`config.mk`:
```
export PLATFORM = sky130hd
export DESIGN_NAME = serial_cfg_port
export DESIGN_NICKNAME = d
export VERILOG_FILES = /design/src/rtl/serial_cfg_port.sv
export SDC_FILE = /design/constraint.sdc
export NUM_CORES = 1
export LEC_CHECK = 0
export ABC_AREA = 1
export BUFFER_PORTS_ARGS = -buffer_cell sky130_fd_sc_hd__clkbuf_2
export CAP_MARGIN = 40
export CELL_PAD_IN_SITES_DETAIL_PLACEMENT = 2
export CELL_PAD_IN_SITES_GLOBAL_PLACEMENT = 2
export CORE_MARGIN = 2
export CORE_UTILIZATION = 33
export DETAILED_ROUTE_END_ITERATION = 7
export GPL_ROUTABILITY_DRIVEN = 0
export PLACE_DENSITY = 0.85
export SYNTH_ARGS = -nofsm -noshare
export SYNTH_HDL_FRONTEND = slang
export SYNTH_SLANG_ARGS = --single-unit
```
`constraint.sdc`:
```
create_clock -name clk -period 3 [get_ports clk]
set_input_delay 0.3 -clock clk [delete_from_list [all_inputs] [get_ports clk]]
set_output_delay 0.3 -clock clk [all_outputs]
set_load 0.1 [all_outputs]
```
`src/rtl/serial_cfg_port.sv`:
```
module serial_cfg_port #(
  parameter int WORD_W = 24,
  parameter int ADDR_W = 2,
  parameter int SYNC_W = 2,
  parameter int REF_W  = 14,
  parameter int A_W    = 6,
  parameter int B_W    = 13,
  parameter int CUR_W  = 3,
  parameter int MUX_W  = 3,
  parameter int PRE_W  = 2
) (
  input  logic                       clk,
  input  logic                       rst_n,
  input  logic                       ser_clk,
  input  logic                       ser_dat,
  input  logic                       ser_le,
  input  logic                       chip_en,
  output logic [WORD_W-ADDR_W-1:0]   ref_lat,
  output logic [WORD_W-ADDR_W-1:0]   ndiv_lat,
  output logic [WORD_W-ADDR_W-1:0]   func_lat,
  output logic [WORD_W-ADDR_W-1:0]   init_lat,
  output logic [REF_W-1:0]           ref_div,
  output logic [A_W-1:0]             a_cnt,
  output logic [B_W-1:0]             b_cnt,
  output logic [PRE_W-1:0]           presc_sel,
  output logic [CUR_W-1:0]           cp_cur1,
  output logic [CUR_W-1:0]           cp_cur2,
  output logic [MUX_W-1:0]           mux_sel,
  output logic                       pdown,
  output logic                       cp_en,
  output logic                       cnt_rst,
  output logic                       sdo
);
  localparam int PAY_W  = WORD_W - ADDR_W;
  localparam int MUX_LO = 1;
  localparam int C1_LO  = MUX_LO + MUX_W;
  localparam int C2_LO  = C1_LO + CUR_W;
  localparam int PRE_LO = C2_LO + CUR_W;

  typedef enum logic [ADDR_W-1:0] {
    SEL_REF  = 2'b00,
    SEL_NDIV = 2'b01,
    SEL_FUNC = 2'b10,
    SEL_INIT = 2'b11
  } sel_t;

  logic [SYNC_W:0]   clk_s, le_s;
  logic [SYNC_W-1:0] dat_s;
  logic [WORD_W-1:0] shreg;
  logic              clk_rise, le_rise;
  sel_t              sel;

  always_ff @(posedge clk or negedge rst_n) begin
    if (!rst_n) begin
      clk_s <= '0;
      le_s  <= '0;
      dat_s <= '0;
    end else begin
      clk_s <= {clk_s[SYNC_W-1:0], ser_clk};
      le_s  <= {le_s[SYNC_W-1:0], ser_le};
      dat_s <= {dat_s[SYNC_W-2:0], ser_dat};
    end
  end

  assign clk_rise = clk_s[SYNC_W-1] & ~clk_s[SYNC_W];
  assign le_rise  = le_s[SYNC_W-1]  & ~le_s[SYNC_W];
  assign sel      = sel_t'(shreg[ADDR_W-1:0]);

  always_ff @(posedge clk or negedge rst_n) begin
    if (!rst_n) shreg <= '0;
    else if (clk_rise) shreg <= {shreg[WORD_W-2:0], dat_s[SYNC_W-1]};
  end

  always_ff @(posedge clk or negedge rst_n) begin
    if (!rst_n) begin
      ref_lat  <= '0;
      ndiv_lat <= '0;
      func_lat <= '0;
      init_lat <= '0;
      cnt_rst  <= 1'b0;
    end else begin
      cnt_rst <= 1'b0;
      if (le_rise) begin
        case (sel)
          SEL_REF:  ref_lat  <= shreg[WORD_W-1:ADDR_W];
          SEL_NDIV: ndiv_lat <= shreg[WORD_W-1:ADDR_W];
          SEL_FUNC: func_lat <= shreg[WORD_W-1:ADDR_W];
          SEL_INIT: begin
            init_lat <= shreg[WORD_W-1:ADDR_W];
            func_lat <= shreg[WORD_W-1:ADDR_W];
            cnt_rst  <= 1'b1;
          end
          default: ;
        endcase
      end
    end
  end

  assign sdo       = shreg[WORD_W-1];
  assign ref_div   = ref_lat[REF_W-1:0];
  assign a_cnt     = ndiv_lat[A_W-1:0];
  assign b_cnt     = ndiv_lat[A_W+B_W-1:A_W];
  assign pdown     = func_lat[0];
  assign mux_sel   = func_lat[MUX_LO+MUX_W-1:MUX_LO];
  assign cp_cur1   = func_lat[C1_LO+CUR_W-1:C1_LO];
  assign cp_cur2   = func_lat[C2_LO+CUR_W-1:C2_LO];
  assign presc_sel = func_lat[PRE_LO+PRE_W-1:PRE_LO];
  assign cp_en     = chip_en & ~pdown;

  assert_shift_in_R1: assert property (@(posedge clk) disable iff (!rst_n)
    clk_rise |=> shreg[0] == $past(dat_s[SYNC_W-1]));

  assert_hold_no_strobe_R6: assert property (@(posedge clk) disable iff (!rst_n)
    !le_rise |=> $stable(ref_lat) && $stable(ndiv_lat) && $stable(func_lat) && $stable(init_lat));

  assert_ref_only_R2: assert property (@(posedge clk) disable iff (!rst_n)
    (le_rise && sel == SEL_REF) |=> $stable(ndiv_lat) && $stable(func_lat) && $stable(init_lat));

  assert_rst_single_R5: assert property (@(posedge clk) disable iff (!rst_n)
    cnt_rst |=> !cnt_rst);

  assert_init_mirror_R5: assert property (@(posedge clk) disable iff (!rst_n)
    cnt_rst |-> func_lat == init_lat);

  assert_pd_gate_R7: assert property (@(posedge clk) disable iff (!rst_n)
    (pdown || !chip_en) |-> !cp_en);
endmodule

```
==> results of run 1 <==
==> worst min-delay path by stage <==
stage	start	endpoint	slack, ns	depth (start not counted)
final	rst_n	init_lat[2]	0.22	2
after global routing	rst_n	init_lat[2]	0.22	2
after CTS	rst_n	init_lat[2]	0.20	2
after detailed placement	rst_n	init_lat[2]	0.10	1
after global placement	clk_s[0]	clk_s[1]	0.33	0
after floorplan	rst_n	clk_s[0]	0.004	0
==> cells in the final DEF, fill, tap and decap left out <==
cell type / instances
clkinv_2: 4
nand3_1: 63
buf_4: 4
inv_2: 1
clkbuf_8: 3
nor2_1: 3
clkbuf_1: 4
dfrtp_1: 121
nor2_4: 3
clkbuf_16: 17
nor2_2: 2
bufinv_16: 3
clkbuf_2: 140
nand2_1: 266
buf_12: 1
o21ai_0: 3
nand2_2: 2
dlygate4sd3_1: 4
buf_8: 2
buf_16: 1
inv_1: 7
a21oi_1: 2
clkinvlp_4: 1
==> sequential cells by signal, indices dropped and copies added (netlist names) <==
signal,count
dat_s,2
ndiv_lat,22
clk_s,3
ref_lat,22
shreg,24
cnt_rst,1
le_s,3
func_lat,22
init_lat,22
==> logic make-up after synthesis <==
kind of cell / synth area share
AND/OR/NAND/NOR: 0.2778
AO/OA/AOI/OAI: 0.005041
flip-flops: 0.6100
buffers and inverters: 0.1071
==> timing repair <==
action / 4_1_cts / 5_1_grt
setup buffers: 0 / 0
hold endpoints to repair: 69 / 0
hold buffers: 4 / 0
gates resized for setup: 0 / 0
==> metal layers <==
metal  vias to the layer above  wire [um]  track usage
met5                         -          0            0
met4                         0        327      0.08274
met3                        33        743      0.04091
met2                       137       8737       0.3797
met1                      2129       7287       0.2788
li1                       1848          -            -
==> area by class of cell <==
type	instances	area, um2
Inverter	8	30.03
Fill cell	1586	8444
Timing Repair Buffer	152	848.3
Clock buffer	24	481.7
Sequential cell	121	3028
Tap cell	184	230.2
Multi-Input combinational cell	344	1409
Clock inverter	8	117.6
==> metrics by stage <==
step                cell area (um2)  hold WS, ns
CTS                            6130       0.2044
global placement               5448       0.3328
global route                   6145       0.2210
floorplan                      4964     0.004409
finish                         6145       0.2244
detailed placement             5490       0.1018
==> worst reg2reg max path, cell delays in order, from the launching register on <==
cell	delay, ns
dfrtp_1	0.37
inv_1	0.09
nor2_4	0.47
nand2_1	0.68
nand2_1	0.26
nand2_1	0.12
==> results.sh, run 1 <==
export IMPL_status="complete, no violations"
export IMPL_fin_worst_skew_ns=0.004621
export IMPL_rows=44
export IMPL_ys_seq_area_frac=0.6100
export IMPL_grt_max_degree=67
export IMPL_critPathMaxStageDelay_ns=0.68
export IMPL_layout_setup_ws_ns=0.8801
export IMPL_grt_pass1_vias=4660
export IMPL_cts_tree="done"
export IMPL_post_route_period_util=0.7066
export IMPL_crit_path_start_kind="register"
export IMPL_setup_tns_ns=0
export IMPL_syn_area_um2=4964
export IMPL_reg2reg_depth=5
export IMPL_critPathRequiredTime_ns=3.28
export IMPL_drv_slew=0
export IMPL_drc=0
export IMPL_worstPathMaxFanout=26
export IMPL_fmax_mhz=471.7
export IMPL_tightest_slew_ns=0.8324
export IMPL_drtIter0Drc=258
export IMPL_area_growth_pct=23.80
export IMPL_async_reset_ff_frac=1.000
export IMPL_r2r_start="le_s[1]"
export IMPL_grt_overflow=0
export IMPL_core_area_um2=14590
export IMPL_drive_above_1_share=0.2801
export IMPL_cp_common_cell="nand2_1"
export IMPL_nNetsFinal=650
export IMPL_crit_arrival_ns=2.40
export IMPL_pin_count=142
export IMPL_yosys_warnings=0
export IMPL_min_period_ns=2.120
export IMPL_synth_most_common_cell="nand2_1"
export IMPL_crit_type="register to register"
export IMPL_ant_nets=0
export IMPL_cts_sinks=121
export IMPL_synth_top_cell_by_area="dfrtp_1"
export IMPL_die_area_um2=16040
export IMPL_wl_per_cell_um=20.33
export IMPL_synth_cell_types=15
export IMPL_finalHoldViolCount=0
export IMPL_rsz0062_at_grt="false"
export IMPL_clk_latency_ns=0.41
export IMPL_max_cap_violations=0
export IMPL_antenna_cells=0
export IMPL_die_w_um=126.6
export IMPL_dp_hpwl_mm=10.49
export IMPL_synth_edff_count=0
export IMPL_setup_viol=0
export IMPL_grt_usage=0.2212
export IMPL_clockBufferDepth=2
export IMPL_crit_chain="inv_1, nor2_4, nand2_1, nand2_1, nand2_1"
export IMPL_hp_class="input pin to async pin"
export IMPL_start_util=0.3402
export IMPL_netlist_top_cells_area="dfrtp_1, nand2_1, buf_4, nand3_1, buf_2"
export IMPL_numPortBuffers=141
export IMPL_dp_cells=804
export IMPL_worstSetupEndpointType="register"
export IMPL_num_vias=4147
export IMPL_grt_first_pass_wirelength_mm=27.05
export IMPL_syn_inst=546
export IMPL_ys_top_cells_by_count="nand2_1, dfrtp_1, nand3_1, buf_4, buf_2"
export IMPL_cp_depth=5
export IMPL_crit_path_end="func_lat[7]"
export IMPL_wl_mm=17.10
export IMPL_cp_startpoint="le_s[1]"
export IMPL_regToRegSetupSlack_ns=0.88
export IMPL_synth_seq_cells=121
export IMPL_crit_family="simple AND/OR/NAND/NOR gates"
export IMPL_root_buffer="clkbuf_16"
export IMPL_cts_buffers=17
export IMPL_antenna_found_initial=0
export IMPL_post_place_ws_ns=0.9494
export IMPL_firstDrtPassIters=6
export IMPL_synth_flop_cell="dfrtp_1"
export IMPL_htree_levels=4
export IMPL_critical_path_buf_inv_count=1
export IMPL_synth_top_area_frac=0.6100
export IMPL_relSlewSlack=0.4438
export IMPL_r2r_end="func_lat[7]"
export IMPL_fp_dieH_um=126.6
export IMPL_clkSlewWorstSetupHoldPaths_ns=0.05
export IMPL_stdcell_count=841
export IMPL_synth_nets=552
export IMPL_cpMaxStageDelayCell="nand2_1"
export IMPL_fin_util=0.4212
export IMPL_syn_area_per_cell_um2=9.091
export IMPL_routed_via_density=4.931
Power of run 1 is not shown: default switching activity piles up to over one toggle a cycle in this logic, so the estimate is an artifact.
==> inputs of run 2 (changes only) <==
Settings changed: CORE_UTILIZATION 33 to 27, PLACE_DENSITY 0.85 to 0.74.
Clock period 3 ns to 1.72 ns, I/O delays scaled along.
==> run 2 against run 1 <==
  * Global-route usage fell by 4.9 points
  * Critical path type is now register to primary output
  * Setup slack got worse by 0.75 ns
  * Clock skew increased by 0.0019 ns
  * Core utilization down 7.2 points
  * Via count fell by 0.68%
  * Count of clock-buffer cells in the layout shrank 3
  * Critical path depth decreased by 3
==> results.sh, run 2 (same netlist as run 1, synthesis figures left out) <==
export IMPL_setup_viol=0
export IMPL_grt_pass1_vias=4544
export IMPL_hp_class="input pin to async pin"
export IMPL_fmax_mhz=630.9
export IMPL_fp_dieH_um=139.6
export IMPL_tightest_slew_ns=0.5585
export IMPL_dp_hpwl_mm=10.84
export IMPL_core_area_um2=18020
export IMPL_max_cap_violations=0
export IMPL_grt_usage=0.1720
export IMPL_fillers=2042
export IMPL_critPathMaxStageDelay_ns=0.45
export IMPL_htree_levels=4
export IMPL_top_register="shreg"
export IMPL_finalHoldViolCount=0
export IMPL_multiInputGateArea_um2=1416
export IMPL_drv_slew=0
export IMPL_setup_tns_ns=0
export IMPL_grt_max_degree=53
export IMPL_reg2reg_depth=5
export IMPL_routed_via_density=4.592
export IMPL_nNetsFinal=661
export IMPL_postCtsSetupBuffers=0
export IMPL_cts_sinks=121
export IMPL_antenna_cells=0
export IMPL_largest_register_ffs=24
export IMPL_grt_first_pass_wirelength_mm=25.94
export IMPL_final_cell_mix="nand2_1, clkbuf_2, dfrtp_1, nand3_1, clkbuf_16"
export IMPL_worstPathMaxFanout=4
export IMPL_critPathRequiredTime_ns=1.55
export IMPL_firstDrtPassIters=4
export IMPL_grt_overflow=0
export IMPL_layout_commonest_cell="nand2_1"
export IMPL_seqCellArea_um2=3028
export IMPL_num_vias=4119
export IMPL_crit_type="register to primary output"
export IMPL_cpMaxStageDelayCell="clkbuf_2"
export IMPL_fin_worst_skew_ns=0.006547
export IMPL_wl_per_cell_um=17.68
export IMPL_numPortBuffers=141
export IMPL_rows=49
export IMPL_min_period_ns=1.585
export IMPL_ant_nets=0
export IMPL_cts_buffers=17
export IMPL_die_area_um2=19480
export IMPL_area_growth_pct=26.70
export IMPL_drc=0
export IMPL_start_util=0.2754
export IMPL_crit_arrival_ns=1.41
export IMPL_crit_path_start_kind="register"
export IMPL_status="complete, no violations"
export IMPL_clockBufferDepth=2
export IMPL_drive_above_1_share=0.2964
export IMPL_fin_util=0.3489
export IMPL_clk_latency_ns=0.42
export IMPL_pin_count=142
export IMPL_die_w_um=139.6
export IMPL_root_buffer="clkbuf_16"
export IMPL_antenna_found_initial=0
export IMPL_worstSetupEndpointType="primary output"
export IMPL_rsz0062_at_grt="false"
export IMPL_drtIter0Drc=176
export IMPL_cts_tree="done"
export IMPL_wl_mm=15.86
export IMPL_clkSlewWorstSetupHoldPaths_ns=0.06
export IMPL_crit_chain="nor2_4, clkbuf_2"
export IMPL_relSlewSlack=0.6293
export IMPL_post_route_period_util=0.9216
-- run 2: cell types whose count changed in the layout (fill, tap and decap cells not counted), sizes merged --
| cell | previous run | this run |
|---|---|---|
| buf | 8 | 19 |
| clkinvlp | 1 | 5 |
| clkbuf | 164 | 161 |
| clkinv | 4 | 3 |
-- run 2: path summary, 6_finish.rpt --
| check | from | to | slack [ns] |
|---|---|---|---|
| max | func_lat[0] | cp_en | 0.13 |
| min | rst_n | func_lat[10] | 0.21 |
| max reg2reg | shreg[1] | func_lat[0] | 0.33 |
| min reg2reg | dat_s[0] | dat_s[1] | 0.35 |
| max in group asynchronous | rst_n | init_lat[11] | 0.91 |
| min in group clk | dat_s[0] | dat_s[1] | 0.35 |
-- run 2: final cells by class --
class	instances	share of cell area
clock buffer	21	0.07322
clock inverter	11	0.02328
inverter	8	0.004775
multi-input combinational	344	0.2252
sequential	121	0.4815
tap	229	0.04556
timing repair buffer	163	0.1464
-- run 2: stage by stage --
stage / hold slack (ns) / instances / instance area [um2] / setup slack, ns
2_1_floorplan: -0.1236 / 546 / 4971 / 0.1301
3_3_place_gp: 0.1027 / 861 / 5642 / 0.4183
3_5_place_dp: 0.1026 / 861 / 5642 / 0.3455
4_1_cts: 0.2080 / 897 / 6289 / 0.1010
5_1_grt: 0.2426 / 897 / 6289 / 0.07135
6_report: 0.2096 / 897 / 6289 / 0.1348
-- run 2: worst max-delay path, delay by kind of cell (launching register included) --
kind          cells  cell delay, ns
simple gates      1            0.11
buf+inv           1            0.45
flops             1            0.43
-- run 2: timing repair --
action / CTS / global route
hold buffers: 4 / 0
hold endpoints to repair: 24 / 0
resized for setup: 0 / 0
-- run 2: metal layers --
layer	vias to the layer above	part of all wire	track usage
li1	1871	-	-
met1	2121	0.44	0.2188
met2	116	0.52	0.2951
met3	11	0.035	0.04336
met4	0	0.010	0.04158
met5	-	0	0
Power of run 2 is left out for the same reason.
